[src/rtl/txw_pkg.sv]
package txw_pkg;

    // Descriptor flag bit positions inside the 16-bit flag half-word
    localparam int FLG_READY = 15;
    localparam int FLG_WRAP  = 13;
    localparam int FLG_LAST  = 11;

    // Control register enable bit
    localparam int CTRL_EN_BIT = 1;

    // Step between consecutive descriptors and to the pointer word
    localparam logic [31:0] BD_STRIDE   = 32'd8;
    localparam logic [31:0] BD_PTR_OFFS = 32'd4;

    typedef enum logic [1:0] {
        SEL_CTRL = 2'd0,
        SEL_RING = 2'd1,
        SEL_GO   = 2'd2,
        SEL_NONE = 2'd3
    } cfg_sel_e;

    typedef enum logic [2:0] {
        ST_IDLE,
        ST_BD0,
        ST_BD1,
        ST_FETCH,
        ST_EMIT,
        ST_WBACK
    } walk_st_e;

    typedef struct packed {
        logic [15:0] flags;
        logic [15:0] len;
        logic [31:0] ptr;
    } bd_t;

    // Big-endian byte lane pick: offset 0 is the most significant byte
    function automatic logic [7:0] be_lane(input logic [31:0] w, input logic [1:0] idx);
        logic [7:0] b;
        case (idx)
            2'd0:    b = w[31:24];
            2'd1:    b = w[23:16];
            2'd2:    b = w[15:8];
            default: b = w[7:0];
        endcase
        return b;
    endfunction

    // Flag half-word as handed back to software
    function automatic logic [15:0] release_flags(input logic [15:0] f);
        logic [15:0] r;
        r = f;
        r[FLG_READY] = 1'b0;
        return r;
    endfunction

endpackage

[src/rtl/txw_cfg.sv]
module txw_cfg
    import txw_pkg::*;
(
    input  logic        clk,
    input  logic        rst,
    input  logic        cfg_we,
    input  logic [1:0]  cfg_sel,
    input  logic [31:0] cfg_wdata,
    output logic        go,
    output logic        ring_wr,
    output logic [31:0] ring_next,
    output logic [31:0] ring_base
);

    logic en_q;
    logic unused_bit0;

    assign unused_bit0 = cfg_wdata[0];
    assign ring_next   = {cfg_wdata[31:2], 2'b00};
    assign ring_wr     = cfg_we && (cfg_sel == SEL_RING);
    assign go          = cfg_we && (cfg_sel == SEL_GO) && en_q;

    always_ff @(posedge clk) begin
        if (rst) begin
            en_q      <= 1'b0;
            ring_base <= '0;
        end else if (cfg_we) begin
            case (cfg_sel)
                SEL_CTRL: en_q      <= cfg_wdata[CTRL_EN_BIT];
                SEL_RING: ring_base <= ring_next;
                default:  ;
            endcase
        end
    end

    // Ring start never holds a misaligned address
    p_ring_aligned_r3: assert property (@(posedge clk) disable iff (rst)
        $past(ring_wr) |-> ring_base[1:0] == 2'b00);

endmodule

[src/rtl/txw_limit.sv]
module txw_limit #(
    parameter int MAX_FRAME = 2032,
    parameter int ACC_W     = 11
) (
    input  logic [ACC_W-1:0] acc,
    input  logic [15:0]      len,
    output logic [15:0]      take,
    output logic             over
);

    localparam logic [ACC_W-1:0] MAXV = ACC_W'(MAX_FRAME);

    logic [15:0] room;

    always_comb begin
        room = 16'(MAXV - acc);
        over = (len > room);
        take = over ? room : len;
    end

endmodule

[src/rtl/txw_walker.sv]
module txw_walker
    import txw_pkg::*;
#(
    parameter int MAX_FRAME = 2032,
    parameter int ACC_W     = 11
) (
    input  logic             clk,
    input  logic             rst,
    input  logic             go,
    input  logic             ring_wr,
    input  logic [31:0]      ring_next,
    input  logic [31:0]      ring_base,
    output logic             busy,
    output logic             mem_req,
    output logic             mem_we,
    output logic [31:0]      mem_addr,
    output logic [31:0]      mem_wdata,
    input  logic             mem_gnt,
    input  logic [31:0]      mem_rdata,
    output logic             frm_valid,
    output logic [7:0]       frm_byte,
    output logic             frm_done,
    output logic [ACC_W-1:0] frm_len,
    output logic             evt_txb,
    output logic             evt_txf,
    output logic             evt_babt
);

    walk_st_e         st;
    bd_t              bd;
    logic [31:0]      cur;
    logic [15:0]      rem;
    logic [ACC_W-1:0] acc;
    logic [31:0]      word_q;
    logic [15:0]      take;
    logic             over;

    txw_limit #(.MAX_FRAME(MAX_FRAME), .ACC_W(ACC_W)) u_limit (
        .acc  (acc),
        .len  (bd.len),
        .take (take),
        .over (over)
    );

    // Memory-side and stream-side outputs decoded from state
    always_comb begin
        busy      = (st != ST_IDLE);
        mem_req   = (st == ST_BD0) || (st == ST_BD1) || (st == ST_FETCH) || (st == ST_WBACK);
        mem_we    = (st == ST_WBACK);
        mem_wdata = {release_flags(bd.flags), bd.len};
        case (st)
            ST_BD1:   mem_addr = cur + BD_PTR_OFFS;
            ST_FETCH: mem_addr = {bd.ptr[31:2], 2'b00};
            default:  mem_addr = cur;
        endcase
        frm_valid = (st == ST_EMIT);
        frm_byte  = be_lane(word_q, bd.ptr[1:0]);
    end

    always_ff @(posedge clk) begin
        if (rst) begin
            st       <= ST_IDLE;
            bd       <= '0;
            cur      <= '0;
            rem      <= '0;
            acc      <= '0;
            word_q   <= '0;
            frm_done <= 1'b0;
            frm_len  <= '0;
            evt_txb  <= 1'b0;
            evt_txf  <= 1'b0;
            evt_babt <= 1'b0;
        end else begin
            frm_done <= 1'b0;
            evt_txb  <= 1'b0;
            evt_txf  <= 1'b0;
            evt_babt <= 1'b0;
            case (st)
                ST_IDLE: begin
                    if (go) st <= ST_BD0;
                end
                ST_BD0: begin
                    if (mem_gnt) begin
                        bd.flags <= mem_rdata[31:16];
                        bd.len   <= mem_rdata[15:0];
                        st       <= mem_rdata[16+FLG_READY] ? ST_BD1 : ST_IDLE;
                    end
                end
                ST_BD1: begin
                    if (mem_gnt) begin
                        bd.ptr   <= mem_rdata;
                        rem      <= take;
                        evt_babt <= over;
                        st       <= (take == 16'd0) ? ST_WBACK : ST_FETCH;
                    end
                end
                ST_FETCH: begin
                    if (mem_gnt) begin
                        word_q <= mem_rdata;
                        st     <= ST_EMIT;
                    end
                end
                ST_EMIT: begin
                    bd.ptr <= bd.ptr + 32'd1;
                    rem    <= rem - 16'd1;
                    acc    <= acc + ACC_W'(1);
                    if (rem == 16'd1)
                        st <= ST_WBACK;
                    else if (bd.ptr[1:0] == 2'b11)
                        st <= ST_FETCH;
                end
                ST_WBACK: begin
                    if (mem_gnt) begin
                        evt_txb <= 1'b1;
                        if (bd.flags[FLG_LAST]) begin
                            evt_txf  <= 1'b1;
                            frm_done <= 1'b1;
                            frm_len  <= acc;
                            acc      <= '0;
                        end
                        cur <= bd.flags[FLG_WRAP] ? ring_base : cur + BD_STRIDE;
                        st  <= ST_BD0;
                    end
                end
                default: st <= ST_IDLE;
            endcase
            if (ring_wr) cur <= ring_next;
        end
    end

    // an ungranted request is held unchanged
    p_req_hold_r12: assert property (@(posedge clk) disable iff (rst)
        (mem_req && !mem_gnt) |=> (mem_req && $stable(mem_addr) && $stable(mem_we)));

    // nothing moves while idle
    p_idle_quiet_r11: assert property (@(posedge clk) disable iff (rst)
        !busy |-> (!mem_req && !frm_valid));

    // a frame event always comes with a buffer event
    p_txf_with_txb_r10: assert property (@(posedge clk) disable iff (rst)
        evt_txf |-> evt_txb);

    // reported frame length never exceeds the limit
    p_len_cap_r9: assert property (@(posedge clk) disable iff (rst)
        frm_done |-> (frm_len <= ACC_W'(MAX_FRAME)));

    // the accumulator never runs past the limit
    p_acc_cap_r9: assert property (@(posedge clk) disable iff (rst)
        acc <= ACC_W'(MAX_FRAME));

endmodule

[src/rtl/tx_bd_walker.sv]
module tx_bd_walker
    import txw_pkg::*;
#(
    parameter int MAX_FRAME = 2032,
    localparam int ACC_W    = $clog2(MAX_FRAME + 1)
) (
    input  logic             clk,
    input  logic             rst,
    input  logic             cfg_we,
    input  logic [1:0]       cfg_sel,
    input  logic [31:0]      cfg_wdata,
    output logic             busy,
    output logic             mem_req,
    output logic             mem_we,
    output logic [31:0]      mem_addr,
    output logic [31:0]      mem_wdata,
    input  logic             mem_gnt,
    input  logic [31:0]      mem_rdata,
    output logic             frm_valid,
    output logic [7:0]       frm_byte,
    output logic             frm_done,
    output logic [ACC_W-1:0] frm_len,
    output logic             evt_txb,
    output logic             evt_txf,
    output logic             evt_babt
);

    logic        go;
    logic        ring_wr;
    logic [31:0] ring_next;
    logic [31:0] ring_base;

    txw_cfg u_cfg (
        .clk       (clk),
        .rst       (rst),
        .cfg_we    (cfg_we),
        .cfg_sel   (cfg_sel),
        .cfg_wdata (cfg_wdata),
        .go        (go),
        .ring_wr   (ring_wr),
        .ring_next (ring_next),
        .ring_base (ring_base)
    );

    txw_walker #(.MAX_FRAME(MAX_FRAME), .ACC_W(ACC_W)) u_walk (
        .clk       (clk),
        .rst       (rst),
        .go        (go),
        .ring_wr   (ring_wr),
        .ring_next (ring_next),
        .ring_base (ring_base),
        .busy      (busy),
        .mem_req   (mem_req),
        .mem_we    (mem_we),
        .mem_addr  (mem_addr),
        .mem_wdata (mem_wdata),
        .mem_gnt   (mem_gnt),
        .mem_rdata (mem_rdata),
        .frm_valid (frm_valid),
        .frm_byte  (frm_byte),
        .frm_done  (frm_done),
        .frm_len   (frm_len),
        .evt_txb   (evt_txb),
        .evt_txf   (evt_txf),
        .evt_babt  (evt_babt)
    );

endmodule

[config.mk]
export PLATFORM = sky130hd
export DESIGN_NAME = tx_bd_walker
export DESIGN_NICKNAME = d
export VERILOG_FILES = /design/src/rtl/txw_pkg.sv /design/src/rtl/txw_cfg.sv /design/src/rtl/txw_limit.sv /design/src/rtl/txw_walker.sv /design/src/rtl/tx_bd_walker.sv
export SDC_FILE = /design/constraint.sdc
export NUM_CORES = 1
export LEC_CHECK = 0
export ABC_CLOCK_PERIOD_IN_PS = 9300
export BUFFER_PORTS_ARGS = -buffer_cell sky130_fd_sc_hd__buf_2
export CAP_MARGIN = 20
export CORE_AREA = 2 2 141 143
export DETAILED_ROUTE_END_ITERATION = 8
export DIE_AREA = 0 0 143 145
export GPL_TIMING_DRIVEN = 0
export PLACE_DENSITY_LB_ADDON = 0.15
export SYNTH_ARGS = -nofsm -noshare
export SYNTH_HDL_FRONTEND = slang
export SYNTH_SLANG_ARGS = --single-unit
[constraint.sdc]
create_clock -name clk -period 9.3 [get_ports clk]
set_input_delay 0.465 -clock clk [delete_from_list [all_inputs] [get_ports clk]]
set_output_delay 0.465 -clock clk [all_outputs]
set_load 0.03 [all_outputs]
Word-level counts from Yosys, hierarchy flattened
Index checks and enable logic that the tools add are counted.
{"block": "op_classes", "order_cmp": 1, "n_reduce_logical": 29, "n_eq_ne": 18, "bitwise_logic": 3, "n_addsub": 6, "n_mux": 26}
{"op": "$mux 32", "count": 5}
{"op": "$pmux 32 s2", "count": 2}
{"op": "$add 32x1->32 const B", "count": 1}
{"op": "$add 32x3->32 const B", "count": 1}
{"op": "$add 32x4->32 const B", "count": 1}
{"op": "$mux 16", "count": 2}
{"op": "$pmux 16 s2", "count": 1}
{"op": "$mux 3", "count": 8}
{"op": "$pmux 8 s3", "count": 1}
{"op": "$mux 11", "count": 2}
{"op": "$pmux 11 s2", "count": 1}
{"op": "$pmux 3 s6", "count": 1}
{"op": "$eq 16x1->1 const B", "count": 1}
{"op": "$gt 16x16->1", "count": 1}
{"op": "$logic_not 16->1", "count": 1}
{"op": "$sub 16x1->16 const B", "count": 1}
{"op": "$reduce_and 2->1", "count": 7}
{"op": "$sub 11x11->12 const A", "count": 1}
{"op": "$add 11x1->11 const B", "count": 1}
{"op": "$ne 2x2->1 const B", "count": 4}
{"op": "$reduce_bool 2->1", "count": 4}
{"op": "$eq 2x2->1 const B", "count": 3}
{"op": "$eq 3x2->1 const B", "count": 2}
{"op": "$eq 3x3->1 const B", "count": 2}
{"op": "16 further kinds", "count": 29}
{"block": "totals", "input_bits": 70, "word_cells": 98, "reg_bits": 202}

Longest topological paths before layout
{"block": "logic_depth", "ltp_word": 7, "mapped_depth": 15, "ltp_nobuf": 13}

By module
From an unflattened synthesis, not the netlist that was laid out.
{"block": "unflattened", "hier_cells": 1594, "area_unflattened_um2": 12186.7}
{"module": "txw_walker", "n_inst": 1, "area_per_inst_um2": 9723.1, "cells_each": 1322, "seq_area_each_um2": 3423.3}
{"module": "txw_cfg", "n_inst": 1, "area_per_inst_um2": 1699.1, "cells_each": 172, "seq_area_each_um2": 620.6}
{"module": "txw_limit", "n_inst": 1, "area_per_inst_um2": 764.5, "cells_each": 100, "seq_area_each_um2": 0.0}

Worst setup path after synthesis
OpenSTA, ideal clock, no wires.
{"block": "synth_timing", "kind": "reg-to-reg", "startpoint": "reg u_walk.acc[0]", "endpoint": "reg u_walk.rem[15]", "setup_slack_ps": 5916, "period_less_slack_ps": 3384, "t_arrival_ps": 3304, "path_stages_with_launch": 15, "path_cell_list": "dfxtp_1 -> buf_6 -> inv_1 -> ha_1 -> nor3b_1 -> nor3_1 -> xnor2_1 -> inv_1 -> ha_1 -> nand4_1 -> or4_1 -> o31a_1 -> buf_2 -> a31oi_1 -> nor3b_1"}
{"block": "synth_via", "elab_chain_len": 5}
{"element": "start, declared", "line": "txw_walker.sv:33", "rtl": "logic [ACC_W-1:0] acc;"}
{"element": "start signal, assigned", "line": "txw_walker.sv:106", "rtl": "acc <= acc + ACC_W'(1);"}
{"element": "$sub 11x11->12 (*)", "line": "txw_limit.sv:16", "rtl": "room = 16'(MAXV - acc);"}
{"element": "$gt 16x16->1", "line": "txw_limit.sv:17", "rtl": "over = (len > room);"}
{"element": "$mux 16 (*)", "line": "txw_limit.sv:18", "rtl": "take = over ? room : len;"}
{"element": "$mux 16 (*)", "line": "txw_walker.sv:90", "rtl": "if (mem_gnt) begin"}
{"element": "$pmux 16 s2 (*)", "line": "txw_walker.sv:78", "rtl": "case (st)"}
{"element": "end signal, assigned", "line": "txw_walker.sv:92", "rtl": "rem <= take;"}
{"element": "end signal, assigned", "line": "txw_walker.sv:105", "rtl": "rem <= rem - 16'd1;"}
{"element": "end, declared", "line": "txw_walker.sv:32", "rtl": "logic [15:0] rem;"}
Every way passes the cells marked *; elsewhere a longest branch is shown, timed or not. The select of a mux whose other input is x is not followed.
A chain may end at the register's enable or synchronous reset.

Worst setup path in the final report
{"block": "layout_timing", "startpoint": "reg u_walk.acc[0]", "endpoint": "reg u_walk.rem[11]"}
The elaborated chain is that of the path after synthesis.

==> run summary <==
The flow ran to the end, and the final reports show no timing, DRC or antenna violations. The top flip-flop cell by instance count after synthesis is sky130_fd_sc_hd__dfxtp_1. The tools report the DRC violations left as 0. Aggregate global routing overflow: 0. Post-CTS repair timing setup buffer count: 0. After the first detailed-routing iteration, the DRC count stood at 1652. Measured along the x axis, the die boundary spans 143 um.

Of all flip-flops after synthesis, the portion carrying an async set or reset was 0%. Synthesis inferred 202 register bits. The number of clock sinks is 202, and the count of hold-fix buffers inserted at cts is 0. STA classifies the critical path startpoint as a register. Buffers inserted during clock tree synthesis total 23. Detailed placement ended at an HPWL of 31.7 mm. The tools report the endpoint kind of the worst setup timing path as a register. For the summed instance area of the synthesized netlist, the log shows 0.0119 mm2. Synthesis produced a netlist with a net count of 1706.

Power spread over the standard cell area amounts to 163 mW/mm2. In this run the standard cell core region covers 0.0192 mm2. The vias per cell works out to 6.40. Setup violations remaining at the end of the flow were counted as 0. The number of global-route vias before repair is 12200, and the maximum fanout along the worst path is 10.

Data on the critical path is required at its endpoint by 9.68 ns. Distinct cell type count after synthesis: 83. The run gives 3 as the number of buffers on the longest clock path. Setup repair after global routing left no endpoint under its margin.

Based on the critical path, the design can be clocked at up to 243 MHz. The routability congestion estimate from global placement came out at 1.00. The total wire length after detailed routing is 43.4 mm. The first detailed-routing pass ran for 8 iterations.

The tool flagged a number of max-cap violations equal to 0. For the final routed database, the setup TNS stands at 0 ns. The synthesized instance count is 1610, and the count of buffers from port buffering is 158. Clock tree synthesis selected as its root buffer the cell sky130_fd_sc_hd__clkbuf_16. In the global route stage, overall resource usage came out at 40.4%.

The count of flip-flops with a built-in enable after synthesis was 0; the later-pin clock latency in the skew report was 0.52 ns. The die is 145 um tall. Once detail routing completed, the nets flagged for antenna violations numbered 0. For the first-pass GRT wire length, the log shows 66.0 mm. The smallest clock period supported by the final layout is computed as 4.11 ns.

The logs give 0 for the post-cts gate resize count and 0 for the count of final hold-check violations. Cell with the most instances after synthesis: sky130_fd_sc_hd__nand2_1. The number of antenna violations at the first check in global routing was 0; the post-route fraction of the period consumed by the critical path was 44.2%.

The initial core utilization is 61.8%, and the clock slew at the register clock pins of the worst setup and hold paths is 0.06 ns. Summed over its instances, the top area cell type makes up 34.1% of the synthesized netlist area. The die covers 0.0207 mm2. The routed layout has 13300 vias.

In this run the static leakage power is 5.22 nW. In the synthesized netlist, the cells that appear most often are sky130_fd_sc_hd__nand2_1 (327), sky130_fd_sc_hd__a21oi_1 (224), sky130_fd_sc_hd__dfxtp_1 (202), sky130_fd_sc_hd__clkbuf_1 (105), sky130_fd_sc_hd__nor2_1 (91). The mean instance size in the synthesized netlist is 7.37 um2, and the number of synthesis warnings is 0. After synthesis, the cell types taking the most area are sky130_fd_sc_hd__dfxtp_1 (34%), sky130_fd_sc_hd__nand2_1 (10%), sky130_fd_sc_hd__a21oi_1 (9.4%). The tightest hold margin was 0.188 ns; the final cell area excluding filler cells was 0.0138 mm2. The area growth from synthesis to layout is 16.2%.

The tools report the net total in the final layout as 1890. The setup slack of the worst register-to-register path is 5.19 ns. The run gives 0 as the number of antenna repair diodes.

In this run the worst hold path is classified as primary input to register. The headroom to the max-slew limit was 37.1%; the count of standard-cell rows was 51. The sequential-to-total area share from yosys stat was 34.1%; the detail-routed net length per standard cell was 20.9 um. Of all cell types, the one taking the most synthesized area is sky130_fd_sc_hd__dfxtp_1. Counting the fill cells in the layout gives 1643. After detailed placement, the total cell area comes to 0.0130 mm2.

Across the routed clock network, the largest skew measured is 0.00784 ns. The worst setup path is of the register to register kind. Worst-case vdd ir drop: 0.203 mV. At the pin with the least slew margin, the transition time is 0.943 ns. The tools report the H-tree depth as 1.

Of the cells placed in the final design, the portion with a size suffix greater than 1 is 15.5%. 161 I/O pins were placed. Largest net degree at the start of global routing: 15.

TritonCTS built the clock tree. The number of slew-limit violations in the final report came out at 0. For the worst setup path, the data arrival time is 4.49 ns.
## metrics by stage
stage	setup WS, ns	util (%)	instances	power (W)
floorplan	5.92	-	1610	0.00117
global placement	5.34	67.6	2033	0.00129
detailed placement	5.27	67.7	2034	0.00129
CTS	5.25	71.8	2075	0.00223
global route	4.90	71.8	2075	0.00231
finish	5.19	71.8	2075	0.00225
## report_power, final
part	switching, W	leakage, nW	total [W]	internal, W
combinational	0.000251	3.20	0.000370	0.000119
clock	0.000395	0.384	0.000960	0.000565
sequential	0.0000269	1.63	0.000917	0.000890
## metal layers
| metal | GRT usage, % | up-vias | part of all wire [%] |
|---|---|---|---|
| met5 | 0 | - | 0 |
| met3 | 8.51 | 183 | 12 |
| met1 | 54.3 | 6125 | 39 |
| li1 | - | 6099 | - |
| met2 | 61.5 | 872 | 43 |
| met4 | 19.3 | 0 | 5.7 |
## cell type report
type	instances	area (um2)	share of cell area [%]
plain buffers	170	806	5.84
clock buffers	27	621	4.50
clock inverters	14	175	1.27
inverters	29	109	0.789
multi-input cells	1209	6910	50.1
flip-flops and latches	202	4040	29.3
well taps	265	332	2.40
repair buffers	159	795	5.76
## state kept, by name (all words and copies together) (netlist names), 11 cells and up
signal / cells
u_cfg.ring_base: 30
u_walk.acc: 11
u_walk.bd: 32
u_walk.cur: 32
u_walk.frm_len: 11
u_walk.mem_wdata: 31
u_walk.rem: 16
u_walk.word_q: 32
## kinds of logic (layout without fill, tap and decap cells)
family          after synthesis  in the layout  share of synthesized area [%]
fa+ha+maj                    26             26                           2.74
xor+xnor                     22             22                           1.62
compound gates              438            438                           22.4
buf+inv                     199            399                           7.71
simple gates                675            675                           27.4
mux                          47             47                           4.07
flops                       202            202                           34.1
other cells                   1              1                         0.0316
## critical path, stage by stage (launching register included)
cell	delay, ns
sky130_fd_sc_hd__dfxtp_1	0.36
sky130_fd_sc_hd__buf_6	0.16
sky130_fd_sc_hd__inv_1	0.07
sky130_fd_sc_hd__ha_1	0.23
sky130_fd_sc_hd__nor3b_1	0.52
sky130_fd_sc_hd__nor3_1	0.15
sky130_fd_sc_hd__xnor2_1	0.41
sky130_fd_sc_hd__inv_1	0.09
sky130_fd_sc_hd__ha_1	0.31
sky130_fd_sc_hd__nand4_1	0.17
sky130_fd_sc_hd__or2_1	0.27
sky130_fd_sc_hd__o22ai_1	0.36
sky130_fd_sc_hd__o31a_1	0.20
sky130_fd_sc_hd__buf_2	0.25
sky130_fd_sc_hd__mux2i_1	0.29
sky130_fd_sc_hd__o22ai_1	0.12
## final timing paths
check                    start           endpoint  depth (start not counted)
max              u_walk.acc[0]     u_walk.rem[11]                         15
min              cfg_wdata[26]     u_walk.cur[26]                          3
max reg2reg      u_walk.acc[0]     u_walk.rem[11]                         15
min reg2reg  u_walk.frm_len[6]  u_walk.frm_len[6]                          2
## cell usage in the layout (no fill, tap or decap), types with 26 or more instances in the layout
cell type | netlist | layout
sky130_fd_sc_hd__nand2_1 | 327 | 327
sky130_fd_sc_hd__a21oi_1 | 224 | 224
sky130_fd_sc_hd__dfxtp_1 | 202 | 202
sky130_fd_sc_hd__buf_2 | 17 | 175
sky130_fd_sc_hd__clkbuf_1 | 105 | 106
sky130_fd_sc_hd__nor2_1 | 91 | 91
sky130_fd_sc_hd__nand3_1 | 49 | 49
sky130_fd_sc_hd__nor3_1 | 41 | 41
sky130_fd_sc_hd__o21ai_0 | 38 | 38
sky130_fd_sc_hd__mux2i_1 | 37 | 37
sky130_fd_sc_hd__nand4_1 | 36 | 36
sky130_fd_sc_hd__buf_4 | 35 | 35
sky130_fd_sc_hd__o22ai_1 | 31 | 31
sky130_fd_sc_hd__ha_1 | 26 | 26
Note: power is estimated with default switching activity, not from simulation.
